`config.mk`:
```
export PLATFORM = sky130hd
export DESIGN_NAME = tsw_sweep_engine
export DESIGN_NICKNAME = d
export VERILOG_FILES = /design/src/rtl/tsw_pkg.sv /design/src/rtl/tsw_upd_issuer.sv /design/src/rtl/tsw_window_track.sv /design/src/rtl/tsw_sweep_engine.sv
export SDC_FILE = /design/constraint.sdc
export NUM_CORES = 1
export LEC_CHECK = 0
export BUFFER_PORTS_ARGS = -buffer_cell sky130_fd_sc_hd__buf_2
export CAP_MARGIN = 20
export CORE_ASPECT_RATIO = 0.6
export CORE_MARGIN = 1
export CORE_UTILIZATION = 64
export CTS_CLUSTER_SIZE = 25
export DETAILED_ROUTE_END_ITERATION = 16
export PLACE_DENSITY = 0.85
export REMOVE_ABC_BUFFERS = 1
export SYNTH_ARGS = -nofsm -noshare
export SYNTH_HDL_FRONTEND = slang
export SYNTH_SLANG_ARGS = --single-unit
```
`constraint.sdc`:
```
create_clock -name clk_i -period 6.45 [get_ports clk_i]
set_clock_uncertainty 0.1 [all_clocks]
set_input_delay 0.9675 -clock clk_i [delete_from_list [all_inputs] [get_ports clk_i]]
set_output_delay 0.9675 -clock clk_i [all_outputs]
set_load 0.005 [all_outputs]
```
`src/rtl/tsw_pkg.sv`:
```
package tsw_pkg;

    typedef enum logic [2:0] {
        S_IDLE,
        S_UPD,
        S_XFER,
        S_NEXT,
        S_FINAL
    } seq_state_e;

    typedef enum logic [1:0] {
        U_IDLE,
        U_REQ,
        U_GAP
    } upd_state_e;

endpackage

```
`src/rtl/tsw_upd_issuer.sv`:
```
// Issues the double tune-update handshake for one tap, with a bounded wait.
module tsw_upd_issuer
    import tsw_pkg::*;
#(
    parameter int UPD_TIMEOUT = 64
) (
    input  logic clk_i,
    input  logic rst_ni,
    input  logic go_i,
    input  logic ack_i,
    output logic req_o,
    output logic done_o,
    output logic ok_o
);
    localparam int TMR_W = $clog2(UPD_TIMEOUT + 1);
    localparam logic [TMR_W-1:0] TMR_LAST = TMR_W'(UPD_TIMEOUT - 1);

    typedef struct packed {
        upd_state_e       st;
        logic             second;
        logic [TMR_W-1:0] tmr;
        logic             done;
        logic             ok;
    } iss_t;

    iss_t iss_d, iss_q;

    always_comb begin
        iss_d      = iss_q;
        iss_d.done = 1'b0;
        iss_d.ok   = 1'b0;
        unique case (iss_q.st)
            U_IDLE: begin
                if (go_i) begin
                    iss_d.st     = U_REQ;
                    iss_d.second = 1'b0;
                    iss_d.tmr    = '0;
                end
            end
            U_REQ: begin
                if (ack_i) begin
                    if (iss_q.second) begin
                        iss_d.st   = U_IDLE;
                        iss_d.done = 1'b1;
                        iss_d.ok   = 1'b1;
                    end else begin
                        // first pass applied: drop request one cycle, then repeat
                        iss_d.st     = U_GAP;
                        iss_d.second = 1'b1;
                        iss_d.tmr    = '0;
                    end
                end else if (iss_q.tmr == TMR_LAST) begin
                    iss_d.st   = U_IDLE;
                    iss_d.done = 1'b1;
                    iss_d.ok   = 1'b0;
                end else begin
                    iss_d.tmr = iss_q.tmr + TMR_W'(1);
                end
            end
            U_GAP: begin
                iss_d.st  = U_REQ;
                iss_d.tmr = '0;
            end
            default: iss_d.st = U_IDLE;
        endcase
    end

    always_ff @(posedge clk_i or negedge rst_ni) begin
        if (!rst_ni) begin
            iss_q <= '{st: U_IDLE, second: 1'b0, tmr: '0, done: 1'b0, ok: 1'b0};
        end else begin
            iss_q <= iss_d;
        end
    end

    assign req_o  = (iss_q.st == U_REQ);
    assign done_o = iss_q.done;
    assign ok_o   = iss_q.ok;

endmodule

```
`src/rtl/tsw_window_track.sv`:
```
// Tracks the current and the longest run of passing taps.
module tsw_window_track #(
    parameter int TAP_W = 6,
    parameter int LEN_W = 6
) (
    input  logic             clk_i,
    input  logic             rst_ni,
    input  logic             clr_i,
    input  logic             ev_i,
    input  logic             pass_i,
    input  logic [TAP_W-1:0] tap_i,
    output logic [LEN_W-1:0] best_len_o,
    output logic [TAP_W-1:0] end_tap_o
);
    typedef struct packed {
        logic [LEN_W-1:0] cur;
        logic [LEN_W-1:0] best;
        logic [TAP_W-1:0] endt;
    } trk_t;

    trk_t trk_d, trk_q;
    logic [LEN_W-1:0] cur_inc;

    always_comb begin
        trk_d   = trk_q;
        cur_inc = trk_q.cur + LEN_W'(1);
        if (clr_i) begin
            trk_d = '0;
        end else if (ev_i) begin
            if (pass_i) begin
                trk_d.cur = cur_inc;
                // strict compare: an equal-length later run keeps the earlier one
                if (cur_inc > trk_q.best) begin
                    trk_d.best = cur_inc;
                    trk_d.endt = tap_i;
                end
            end else begin
                trk_d.cur = '0;
            end
        end
    end

    always_ff @(posedge clk_i or negedge rst_ni) begin
        if (!rst_ni) begin
            trk_q <= '0;
        end else begin
            trk_q <= trk_d;
        end
    end

    assign best_len_o = trk_q.best;
    assign end_tap_o  = trk_q.endt;

endmodule

```
`src/rtl/tsw_sweep_engine.sv`:
```
// Sweeps receive sampling taps, then programs the centre of the longest passing run.
module tsw_sweep_engine
    import tsw_pkg::*;
#(
    parameter int TAP_W       = 6,
    parameter int TAP_COUNT   = 40,
    parameter int UPD_TIMEOUT = 64
) (
    input  logic                             clk_i,
    input  logic                             rst_ni,
    input  logic                             start_i,
    output logic [TAP_W-1:0]                 tap_o,
    output logic                             upd_req_o,
    input  logic                             upd_ack_i,
    output logic                             xfer_start_o,
    input  logic                             xfer_done_i,
    input  logic                             xfer_pass_i,
    output logic                             busy_o,
    output logic                             done_o,
    output logic                             err_o,
    output logic [TAP_W-1:0]                 best_tap_o,
    output logic [$clog2(TAP_COUNT+1)-1:0]   win_len_o
);
    localparam int LEN_W = $clog2(TAP_COUNT + 1);
    localparam logic [TAP_W-1:0] TAP_LAST = TAP_W'(TAP_COUNT - 1);

    typedef struct packed {
        seq_state_e       st;
        logic [TAP_W-1:0] tap;
        logic             go;
        logic             xs;
        logic             done;
        logic             err;
        logic [TAP_W-1:0] res_tap;
        logic [LEN_W-1:0] res_len;
    } seq_t;

    seq_t seq_d, seq_q;

    logic             upd_done, upd_ok;
    logic             trk_clr, trk_ev, trk_pass;
    logic [LEN_W-1:0] best_len;
    logic [TAP_W-1:0] end_tap;
    logic [TAP_W-1:0] centre_tap;

    tsw_upd_issuer #(
        .UPD_TIMEOUT(UPD_TIMEOUT)
    ) u_issuer (
        .clk_i  (clk_i),
        .rst_ni (rst_ni),
        .go_i   (seq_q.go),
        .ack_i  (upd_ack_i),
        .req_o  (upd_req_o),
        .done_o (upd_done),
        .ok_o   (upd_ok)
    );

    tsw_window_track #(
        .TAP_W(TAP_W),
        .LEN_W(LEN_W)
    ) u_track (
        .clk_i      (clk_i),
        .rst_ni     (rst_ni),
        .clr_i      (trk_clr),
        .ev_i       (trk_ev),
        .pass_i     (trk_pass),
        .tap_i      (seq_q.tap),
        .best_len_o (best_len),
        .end_tap_o  (end_tap)
    );

    assign trk_clr  = (seq_q.st == S_IDLE) && start_i;
    assign trk_ev   = ((seq_q.st == S_UPD) && upd_done && !upd_ok)
                    || ((seq_q.st == S_XFER) && xfer_done_i);
    assign trk_pass = (seq_q.st == S_XFER) && xfer_pass_i;

    // end tap is never below best_len-1, so the difference stays in range
    assign centre_tap = end_tap - TAP_W'(best_len >> 1);

    always_comb begin
        seq_d      = seq_q;
        seq_d.go   = 1'b0;
        seq_d.xs   = 1'b0;
        seq_d.done = 1'b0;
        seq_d.err  = 1'b0;
        unique case (seq_q.st)
            S_IDLE: begin
                if (start_i) begin
                    seq_d.st      = S_UPD;
                    seq_d.tap     = '0;
                    seq_d.go      = 1'b1;
                    seq_d.res_tap = '0;
                    seq_d.res_len = '0;
                end
            end
            S_UPD: begin
                if (upd_done) begin
                    if (upd_ok) begin
                        seq_d.st = S_XFER;
                        seq_d.xs = 1'b1;
                    end else begin
                        seq_d.st = S_NEXT;
                    end
                end
            end
            S_XFER: begin
                if (xfer_done_i) begin
                    seq_d.st = S_NEXT;
                end
            end
            S_NEXT: begin
                if (seq_q.tap == TAP_LAST) begin
                    if (best_len == '0) begin
                        seq_d.st  = S_IDLE;
                        seq_d.err = 1'b1;
                    end else begin
                        seq_d.st      = S_FINAL;
                        seq_d.tap     = centre_tap;
                        seq_d.go      = 1'b1;
                        seq_d.res_tap = centre_tap;
                        seq_d.res_len = best_len;
                    end
                end else begin
                    seq_d.st  = S_UPD;
                    seq_d.tap = seq_q.tap + TAP_W'(1);
                    seq_d.go  = 1'b1;
                end
            end
            S_FINAL: begin
                if (upd_done) begin
                    seq_d.st   = S_IDLE;
                    seq_d.done = upd_ok;
                    seq_d.err  = !upd_ok;
                end
            end
            default: seq_d.st = S_IDLE;
        endcase
    end

    always_ff @(posedge clk_i or negedge rst_ni) begin
        if (!rst_ni) begin
            seq_q <= '{st: S_IDLE, tap: '0, go: 1'b0, xs: 1'b0, done: 1'b0,
                       err: 1'b0, res_tap: '0, res_len: '0};
        end else begin
            seq_q <= seq_d;
        end
    end

    assign tap_o        = seq_q.tap;
    assign xfer_start_o = seq_q.xs;
    assign busy_o       = (seq_q.st != S_IDLE);
    assign done_o       = seq_q.done;
    assign err_o        = seq_q.err;
    assign best_tap_o   = seq_q.res_tap;
    assign win_len_o    = seq_q.res_len;

endmodule

```
==> results.md, run 1 <==
* Worst slew pin tran at 0.8807 ns
* Final Hold Viols at 0
* Core ar. at 0.004564 sq mm
* Syn Std Cell Area at 0.003047 sq mm
* Synth Register Bits at 55
* RSZ-0062 raised after global routing: no
* Library cells used by synthesis at 52
* Ys Warns at 0
* Gpl congestion at 0.8794
* WL met1 at 3.339 mm
* Final setup viols at 0
* Die area at 0.005050 sq mm
* Critical-path top delay cell: a211oi_4
* R2r setup slk at 3.42 ns
* Slew Limit Fails at 0
* Largest net degree at the start of global routing at 56
* Met2 wire len at 2.781 mm
* Share of the synthesized area in the top cell type at 45.17%
* Async set-reset flop share out of synthesis at 100.0%
* First-pass GRT wire length at 10.66 mm
* Ports at 29
* Vias in the first global route at 2,174
* Peak supply drop at 164.8 uV
* Initial antenna violation count at 0
* Setup TNS Final at 0 ns
* Top_reg_cell synth: dfrtp_1
* Area grow syn2layout at 4.066%
* ANT cells at 0
* DRC errors left at 0
* Cell Rows at 19
* PostCTS Resize Cnt at 0
* Avg WL per Cell at 16.90 um
* Commonest cells post-synth: 55 x dfrtp_1, 29 x nand2_1, 24 x nand3_1, 22 x nor2_1, 20 x o21ai_0
* Tcrit/Tclk final at 46.92%
* Crit start category: register
* Root buffer cell: clkbuf_8
* Pwr Density at 236.7 mW/mm^2
* Run status: finished clean
* Vias at 2,395
* Die width at 91.08 um
* R2R cell count at 10
* Final critical-path required period at 3.027 ns
* Hpwl dp at 4.590 mm
* Drt first pass iters at 5
* Initial Util at 66.75%
* Setup crit end kind: register
* Post-CTS Setup Bufs at 0
* Total CTS buffers at 5
* TritonCTS clock tree: yes
* Critical Path Source: u_track.trk_q[12]
* # fillers at 367
* Syn Inst Count at 319
* Gr usage total at 27.25%
* Routed Antenna Nets at 0
* GRT overflow at 0
* DR WL met3 at 411 um
* Fmax at 330.4 MHz
* Slew HR at 41.10%
* Share of layout cells above drive strength 1 at 13.98%
* H-tree depth at 2
* Crit Reg-Reg Endpoint: u_track.end_tap_o[5]
* PortBufs at 28
* Max FO, Critical Path at 16
* WL final at 6.624 mm
* Top-count cell post-synth: dfrtp_1
* CTS max path bufs at 2
* Synth area leaders: dfrtp_1 45%, ha_1 5.7%, buf_4 4.7%
* Storage element area at 0.001376 sq mm
* Cell-by-cell trace of the critical path: ha_1, nand3_1, xor2_1, inv_1, ha_1, nand3_1, o21bai_1, a211oi_4, mux2i_1, nor2_1
* Cts hold-fix bufs at 0
* Crit path to: u_track.end_tap_o[5]
* Worst-path clk slew at 0.09 ns
* Post-synth EDFFs at 0
* Top sig layer: met4
* Nets at 349
* RR Startpoint: u_track.trk_q[12]
* Critical path type: register to register
* Crit path DAT at 3.13 ns
* Hold crit path type: register to register
* CP required at 6.55 ns
* Drt first-iter violations at 260
* Worst-skew pair later-pin latency at 0.31 ns
* Leak at 0.001492 uW
* Multi-input gate area at 0.001408 sq mm
* Drt via density at 6.110
* Clock Sinks at 55
* Worst hold margin at 0.3933 ns
* Max-Cap Viols at 0
* Area leader, netlist: dfrtp_1
* CP max stage delay at 0.78 ns
* Seq/Total Area, Yosys at 45.17%
* Avg Cell Area, Syn at 9.551 sq um
* Die Ht at 55.45 um
[power breakdown]
part	total [uW]	switching, uW	internal, uW
Combinational	136	76.4	59.6
Clock	185	109	76.6
Sequential	429	50.4	379
Total	751	235	515
[worst min-delay path by stage]
stage	start	endpoint	slack (ns)	depth (start not counted)
after global routing	best_tap_o[0]	best_tap_o[0]	0.43	1
after CTS	best_tap_o[0]	best_tap_o[0]	0.40	1
after global placement	best_tap_o[0]	best_tap_o[0]	0.37	1
after detailed placement	best_tap_o[0]	best_tap_o[0]	0.37	1
final	best_tap_o[0]	best_tap_o[0]	0.39	1
after floorplan	u_issuer.iss_q[9]	u_issuer.iss_q[11]	0.36	1
[per-stage QoR]
step | instance area (sq um) | utilization, % | setup slack [ns] | total power [uW] | cells
finish | 3171 | 69.46 | 3.423 | 750.5 | 392
global route | 3171 | 69.46 | 3.242 | 787.3 | 392
CTS | 3171 | 69.46 | 3.444 | 748.9 | 392
detailed placement | 3089 | 67.68 | 3.459 | 567.5 | 384
global placement | 3089 | 67.68 | 3.569 | 560.5 | 384
floorplan | 2855 | - | 3.733 | 504.1 | 291
[kinds of logic after synthesis]
kind of cell / share of synthesized area [%]
AND/OR/NAND/NOR: 18.48
AO/OA/AOI/OAI: 15.44
flip-flops: 45.17
buffers and inverters: 8.624
adder cells (fa/ha/maj): 6.407
multiplexers: 3.286
XOR/XNOR: 2.587
[sequential cells by signal (all words and copies together), names as in the netlist]
| register | count |
|---|---|
| best_tap_o | 6 |
| u_track.end_tap_o | 6 |
| xfer_start_o | 1 |
| err_o | 1 |
| seq_q | 4 |
| u_issuer.iss_q | 10 |
| tap_o | 6 |
| win_len_o | 6 |
| u_track.best_len_o | 6 |
| u_track.trk_q | 6 |
| u_issuer.done_o | 1 |
| done_o | 1 |
| u_issuer.ok_o | 1 |
[critical path: cells and delay by family (launching register included)]
family,cells,cell delay [ns]
flip-flops,1,0.46
adder cells (fa/ha/maj),2,0.55
multiplexers,1,0.27
AND/OR/NAND/NOR,3,0.25
buffers and inverters,1,0.08
XOR/XNOR,1,0.23
AO/OA/AOI/OAI,2,0.98
[placed cells by master, fill, tap and decap left out, types with 3 or more instances in the layout]
cell / n
inv_1: 18
xor2_1: 7
a211oi_1: 6
a31oi_1: 5
clkbuf_8: 5
or4b_2: 3
nand2b_1: 6
o21ai_0: 20
nand3_1: 24
dfrtp_1: 55
nor3_1: 5
buf_2: 28
nor2_1: 22
mux2i_1: 10
and3_1: 6
nand2_1: 29
ha_1: 14
a21oi_1: 17
[metal layers]
metal  global-route usage (%)  up-vias
li1                         -     1134
met5                        0        -
met4                    7.937        0
met2                    37.45       95
met3                    4.683       11
met1                    43.92     1155
[layout make-up]
class | count | area share [%]
inverters | 19 | 2.249
repair buffers | 30 | 4.893
well taps | 63 | 2.486
flip-flops and latches | 55 | 43.41
clock buffers | 7 | 2.407
multi-input cells | 217 | 44.40
clock inverters | 1 | 0.1579
Note: power is estimated with default switching activity, not from simulation.
==> run 2: changes to the inputs <==
ABC_AREA = 1   (was default)
CORE_UTILIZATION = 54   (was 64)
PLACE_DENSITY = 0.76   (was 0.85)
clock period = 2.55 ns   (was 6.45 ns; I/O delays follow)
==> run 2 against run 1 <==
Net effect: non-clock buffer count rose by 1; largest cell class unchanged; via count rose by 9.0%; cell count rose by 26%; register-to-register slack got worse by 3.2 ns; first-iteration DRC count fell by 30%; clock-buffer cell count fell by 1; flip-flop and latch count did not move; global-route usage fell by 4.3 points; fmax rose by 32%; clock power rose to 3.7 times the previous value; worst setup slack got worse by 3.2 ns.
==> results.md, run 2 <==
* TritonCTS clock tree: yes
* Max-Cap Viols at 0 (unchanged)
* Clock Sinks at 55 (unchanged)
* GRT overflow at 0 (unchanged)
* M1 GR Usage at 35.59% (-8.3 points)
* Initial antenna violation count at 0 (unchanged)
* Vias in the first global route at 2,229 (+2.5%)
* RSZ-0062 raised after global routing: no
* H-tree depth at 2 (unchanged)
* Area leader, netlist: dfrtp_1
* Drt first-iter violations at 183 (-30%)
* Final Hold Viols at 0 (unchanged)
* PortBufs at 28 (unchanged)
* Ports at 29 (unchanged)
* Die area at 0.006299 sq mm (+25%)
* Avg WL per Cell at 13.74 um (-19%)
* Critical-path top delay cell: dfrtp_1
* Post-CTS Setup Bufs at 0 (unchanged)
* Avg Cell Area, Syn at 8.087 sq um (-15%)
* Slew HR at 62.25% (+21 points)
* Synth Register Bits at 55 (unchanged)
* Synth area leaders: dfrtp_1 43%, nand2_1 12%, nand3_1 7.1%
* Routed Antenna Nets at 0 (unchanged)
* Cell Rows at 21 (+2)
* Multi-input gate area at 0.001469 sq mm (+4.4%)
* Fmax at 435.9 MHz (+32%)
* Area grow syn2layout at 7.639%
* Async set-reset flop share out of synthesis at 100.0% (unchanged)
* Commonest cells post-synth: 101 x nand2_1, 55 x dfrtp_1, 55 x inv_1, 46 x nand3_1
* Final critical-path required period at 2.294 ns (-0.7324 ns)
* Worst slew pin tran at 0.5663 ns (-0.3144 ns)
* Crit path DAT at 2.40 ns (-0.73 ns)
* Storage element area at 0.001376 sq mm (unchanged)
* Crit start category: register
* Initial Util at 56.86% (-9.9 points)
* Hpwl dp at 5.008 mm (+9.1%)
* Library cells used by synthesis at 33 (-37%)
* Largest register FFs at 10 (unchanged)
* Gpl congestion at 0.8971 (+2.0%)
* Tcrit/Tclk final at 89.97% (+43 points)
* Core ar. at 0.005675 sq mm (+24%)
* Die width at 101.8 um (+12%)
* Drt via density at 5.273 (-14%)
* Top_reg_cell synth: dfrtp_1
* Ys Warns at 0 (unchanged)
* Leak at 0.001845 uW (+24%)
* Slew Limit Fails at 0 (unchanged)
* Setup TNS Final at 0 ns (unchanged)
* Met2 global-route usage at 32.82% (-4.6 points)
* Die Ht at 61.88 um (+12%)
* Vias at 2,610 (+9.0%)
* Pwr Density at 868.6 mW/mm^2 (+270%)
* Gr usage total at 22.95% (-4.3 points)
* Share of the synthesized area in the top cell type at 42.65% (-2.5 points)
* Commonest non-fill, non-tap cell in the layout: nand2_1
* Syn Std Cell Area at 0.003227 sq mm (+5.9%)
* Max FO, Critical Path at 9 (-7)
* First-pass GRT wire length at 10.86 mm (+1.9%)
* Seq/Total Area, Yosys at 42.65% (-2.5 points)
* Met3 Use GR at 4.362% (-0.32 points)
* Worst-skew pair later-pin latency at 0.31 ns (about the same)
* Final setup viols at 0 (unchanged)
* DRC errors left at 0 (unchanged)
* Nets at 435 (+25%)
* Root buffer cell: clkbuf_8
* Top-count cell post-synth: nand2_1
* Peak supply drop at 472.0 uV (+190%)
* CP most frequent cell: nand2_1
* Setup crit end kind: register
* CP max stage delay at 0.42 ns (-0.36 ns)
* CP required at 2.65 ns (-3.90 ns)
* Drt first pass iters at 5 (unchanged)
* ANT cells at 0 (unchanged)
* Run status: finished clean
* Cell-by-cell trace of the critical path: nand3_1, nor2_1, nand3_1, nand2_1, inv_1, ha_1, nand2_1, nor3_1, nor2_2, nand3_4, nand2_4, nand2_1, nand2_1
* Most Used Layer, Global Route: met1
* Largest net degree at the start of global routing at 32 (-43%)
* Worst-path clk slew at 0.09 ns (about the same)
* Post-synth EDFFs at 0 (unchanged)
* CTS max path bufs at 2 (unchanged)
* WL final at 6.801 mm (+2.7%)
* Power Total at 3017 uW (+300%)
* Hold crit path type: input pin to register
* Top reg by flops: u_issuer.iss_q
* Share of layout cells above drive strength 1 at 14.94% (+0.96 points)
* Critical path type: register to register
* Syn Inst Count at 399 (+25%)
* # fillers at 491 (+34%)
* Commonest non-fill, non-tap cells in the layout: 101 x nand2_1, 55 x inv_1, 55 x dfrtp_1, 45 x nand3_1, 28 x buf_2
* Total CTS buffers at 5 (unchanged)
==> run 2: cell types whose count changed after synthesis, moves of 4 or more <==
cell	change
o21ai_1	+7
and3_1	-6
clkbuf_1	-7
a31oi_1	-5
nand2b_1	-6
a21oi_1	-12
nand2_2	+4
nand3_1	+22
inv_1	+37
a211oi_1	-6
nand2_1	+72
mux2i_1	-10
==> run 2: final timing paths <==
kind,from,end,slack [ns],depth (start not counted)
max in group asynchronous,rst_ni,seq_q[15],1.30,3
min in group asynchronous,rst_ni,best_tap_o[4],0.49,2
min,xfer_done_i,seq_q[23],0.19,2
min reg2reg,u_issuer.iss_q[9],u_issuer.iss_q[11],0.35,1
max reg2reg,u_track.trk_q[14],u_track.best_len_o[0],0.26,13
max,u_track.trk_q[14],u_track.best_len_o[0],0.26,13
==> run 2: worst max-delay path, delay by kind of cell, from the launching register on <==
kind,cells,cell delay (ns)
and+or+nand+nor,11,1.30
buffers and inverters,1,0.06
DFF,1,0.42
adders and majority gates,1,0.31
==> run 2: per-layer routing <==
layer	vias to the layer above	part of all wire [%]
met4	0	0.74
met1	1228	54
met3	7	4.9
met5	-	0
met2	72	41
li1	1303	-
==> run 2: report_power, final <==
group / internal (uW) / switching (uW)
Sequential: 1010 / 191
Clock: 393 / 286
Combinational: 375 / 760
Total: 1780 / 1240
==> run 2: per-stage QoR <==
stage	cell area [sq um]	utilization (%)	std cells	setup slack [ns]	hold WS, ns
global placement	3308	58.29	485	0.4018	0.3102
global route	3473	61.20	495	0.06598	0.2060
CTS	3451	60.80	494	0.2330	0.1850
detailed placement	3308	58.29	485	0.2678	0.3109
finish	3473	61.20	495	0.2557	0.1885
floorplan	3040	-	375	0.5199	-0.01309
==> run 2: logic make-up after synthesis <==
kind of cell | share of synthesized area, %
simple gates | 28.96
buf+inv | 12.52
flops | 42.65
compound gates | 7.638
fa+ha+maj | 6.049
xor+xnor | 2.171
==> run 2: what timing repair did <==
action	4_1_cts	5_1_grt
hold endpoints to repair	24	0
hold buffers	1	0
resized for setup	0	2
setup endpoints to repair	0	4
==> run 2: area by class of cell <==
type	instances	area share (%)
clock inverters	2	1.729
well taps	80	2.882
flip-flops and latches	55	39.63
clock buffers	6	2.089
inverters	58	6.268
repair buffers	31	5.115
multi-input cells	263	42.29
==> run 3: changes to the inputs <==
ABC_AREA = default   (was 1)
CORE_UTILIZATION = 53   (was 54)
PLACE_DENSITY = 0.75   (was 0.76)
==> run 3 against run 2 <==
Net effect: highest routed layer unchanged; die area is 3.7% lower; critical path type unchanged; critical path depth shrank 2; largest cell class unchanged; flip-flop and latch count is the same; fmax shrank 9.3%.
==> results.md, run 3 (synthesis gave the netlist of run 1 again) <==
* Clock Sinks at 55 (unchanged)
* Post-Layout Cell Count at 419 (-15%)
* Total CTS buffers at 5 (unchanged)
* Commonest non-fill, non-tap cell in the layout: dfrtp_1
* Cell-by-cell trace of the critical path: ha_2, nand3_2, xor2_2, inv_2, ha_4, nand3_2, o21bai_4, a211oi_4, buf_12, mux2i_1, nor2_1
* Root buffer cell: clkbuf_8
* DP Cell Count at 407 (-16%)
* Die area at 0.006066 sq mm (-3.7%)
* Share of layout cells above drive strength 1 at 21.05% (+6.1 points)
* Avg WL per Cell at 16.99 um (+24%)
* Fmax at 395.1 MHz (-9.3%)
* TritonCTS clock tree: yes
* Vias at 2,443 (-6.4%)
* WL final at 7.119 mm (+4.7%)
* Final critical-path required period at 2.531 ns (+0.2365 ns)
* Crit path DAT at 2.63 ns (+0.23 ns)
* Final Hold Viols at 0 (unchanged)
* Gpl congestion at 0.8606 (-4.1%)
* Core ar. at 0.005280 sq mm (-7.0%)
* Area grow syn2layout at 12.28%
* Largest net degree at the start of global routing at 30 (-6.3%)
* Top delay family on crit path: compound AO/OA/AOI/OAI gates
* First-pass GRT wire length at 11.37 mm (+4.7%)
* Die width at 99.88 um (-1.9%)
* Leak at 0.001578 uW (-14%)
* Vias in the first global route at 2,239 (+0.45%)
* Initial antenna violation count at 0 (unchanged)
* Worst-path clk slew at 0.09 ns (about the same)
* DRC errors left at 0 (unchanged)
* CP required at 2.65 ns (about the same)
* Initial Util at 57.70% (+0.85 points)
* PortBufs at 28 (unchanged)
* Slew Limit Fails at 0 (unchanged)
* Max FO, Critical Path at 8 (-1)
* Hold crit path type: input pin to register
* Gr usage total at 25.16% (+2.2 points)
* Drt first-iter violations at 236 (+29%)
* Largest register FFs at 10 (unchanged)
* Hpwl dp at 5.100 mm (+1.8%)
* Setup crit end kind: register
* Routed Antenna Nets at 0 (unchanged)
* Critical path type: register to register
* Pwr Density at 561.2 mW/mm^2 (-35%)
* Critical-path top delay cell: dfrtp_1
* Run status: finished clean
* Ports at 29 (unchanged)
* Commonest non-fill, non-tap cells in the layout: 55 x dfrtp_1, 29 x nand2_1, 28 x buf_2, 22 x nor2_1
* Slew HR at 57.22% (-5.0 points)
* Worst-skew pair later-pin latency at 0.31 ns (about the same)
* Final setup viols at 0 (unchanged)
* Pre-CTS setup slack at 0.05001 ns (-0.2178 ns)
* Drt first pass iters at 5 (unchanged)
* Cell Rows at 20 (-4.8%)
* Worst Slack Setup Final at 0.01922 ns (-0.2365 ns)
* Power Total at 1920 uW (-36%)
* Setup TNS Final at 0 ns (unchanged)
* CTS max path bufs at 2 (unchanged)
* CP bufs+invs at 2 (+1)
* Nets at 362 (-17%)
* Crit start category: register
* RSZ-0062 raised after global routing: yes
* Tcrit/Tclk final at 99.25% (+9.3 points)
* CP max stage delay at 0.40 ns (-0.02 ns)
* Peak supply drop at 286.6 uV (-39%)
* ANT cells at 0 (unchanged)
* CP most frequent cell: nand3_2
* Drt via density at 5.831 (+11%)
* Max-Cap Viols at 0 (unchanged)
* GRT overflow at 0 (unchanged)
* Top reg by flops: u_issuer.iss_q
* H-tree depth at 2 (unchanged)
* Worst slew pin tran at 0.6417 ns (+0.07546 ns)
* Worst hold margin at 0.2416 ns (+0.05312 ns)
* Die Ht at 60.73 um (-1.9%)
run 3: changes by cell type in the layout (fill, tap and decap cells not counted), moves of 5 or more:
cell / before / now
a21oi_1: 5 / 17
a31oi_1: 0 / 5
and3_1: 0 / 6
buf_4: 1 / 11
inv_1: 55 / 17
mux2i_1: 0 / 10
nand2_1: 101 / 29
nand2b_1: 0 / 6
nand3_1: 45 / 20
o21ai_1: 9 / 2
run 3: layout make-up:
class	count	area [sq um]
tap	77	96.34
fill	427	1859
multi-input combinational	217	1498
clock inverter	1	5.005
timing repair buffer	43	297.8
inverter	19	71.32
sequential	55	1376
clock buffer	7	76.32
run 3: stage by stage:
stage                     utilization, %  cell area, sq um
after floorplan                        -              2855
after global placement             60.59              3199
after detailed placement           60.59              3199
after CTS                          62.32              3291
after global routing               64.79              3421
final                              64.79              3421
run 3: report_power, final:
| group | total, uW | internal (uW) | switching (uW) |
|---|---|---|---|
| Sequential | 1080 | 959 | 124 |
| Clock | 459 | 193 | 266 |
| Combinational | 377 | 165 | 212 |
run 3: routing by layer:
layer / vias to the layer above / wire length [um] / GRT usage [%]
li1: 1158 / - / -
met1: 1179 / 3532 / 38.12
met2: 92 / 3047 / 37.34
met3: 14 / 442 / 4.954
met4: 0 / 95 / 6.303
met5: - / 0 / 0
run 3: worst min-delay path: cells and delay by family:
family / cells / cell delay, ns
buf+inv: 1 / 0.14
simple gates: 2 / 0.10
run 3: final timing paths:
| path | cells after the start | from | end | slack, ns |
|---|---|---|---|---|
| min | 3 | upd_ack_i | u_issuer.iss_q[11] | 0.24 |
| max | 11 | u_track.trk_q[13] | u_track.best_len_o[1] | 0.02 |
| max reg2reg | 11 | u_track.trk_q[13] | u_track.best_len_o[1] | 0.02 |
| min reg2reg | 2 | best_tap_o[2] | best_tap_o[2] | 0.40 |
| max in group asynchronous | 3 | rst_ni | seq_q[23] | 1.25 |
| min in group asynchronous | 2 | rst_ni | win_len_o[3] | 0.53 |
run 3: what timing repair did:
| action | CTS | global route |
|---|---|---|
| hold buffers | 1 | 0 |
| gates resized for setup | 0 | 15 |
| hold endpoints to repair | 12 | 0 |
| setup endpoints to repair | 0 | 12 |
| buffers inserted | 0 | 2 |
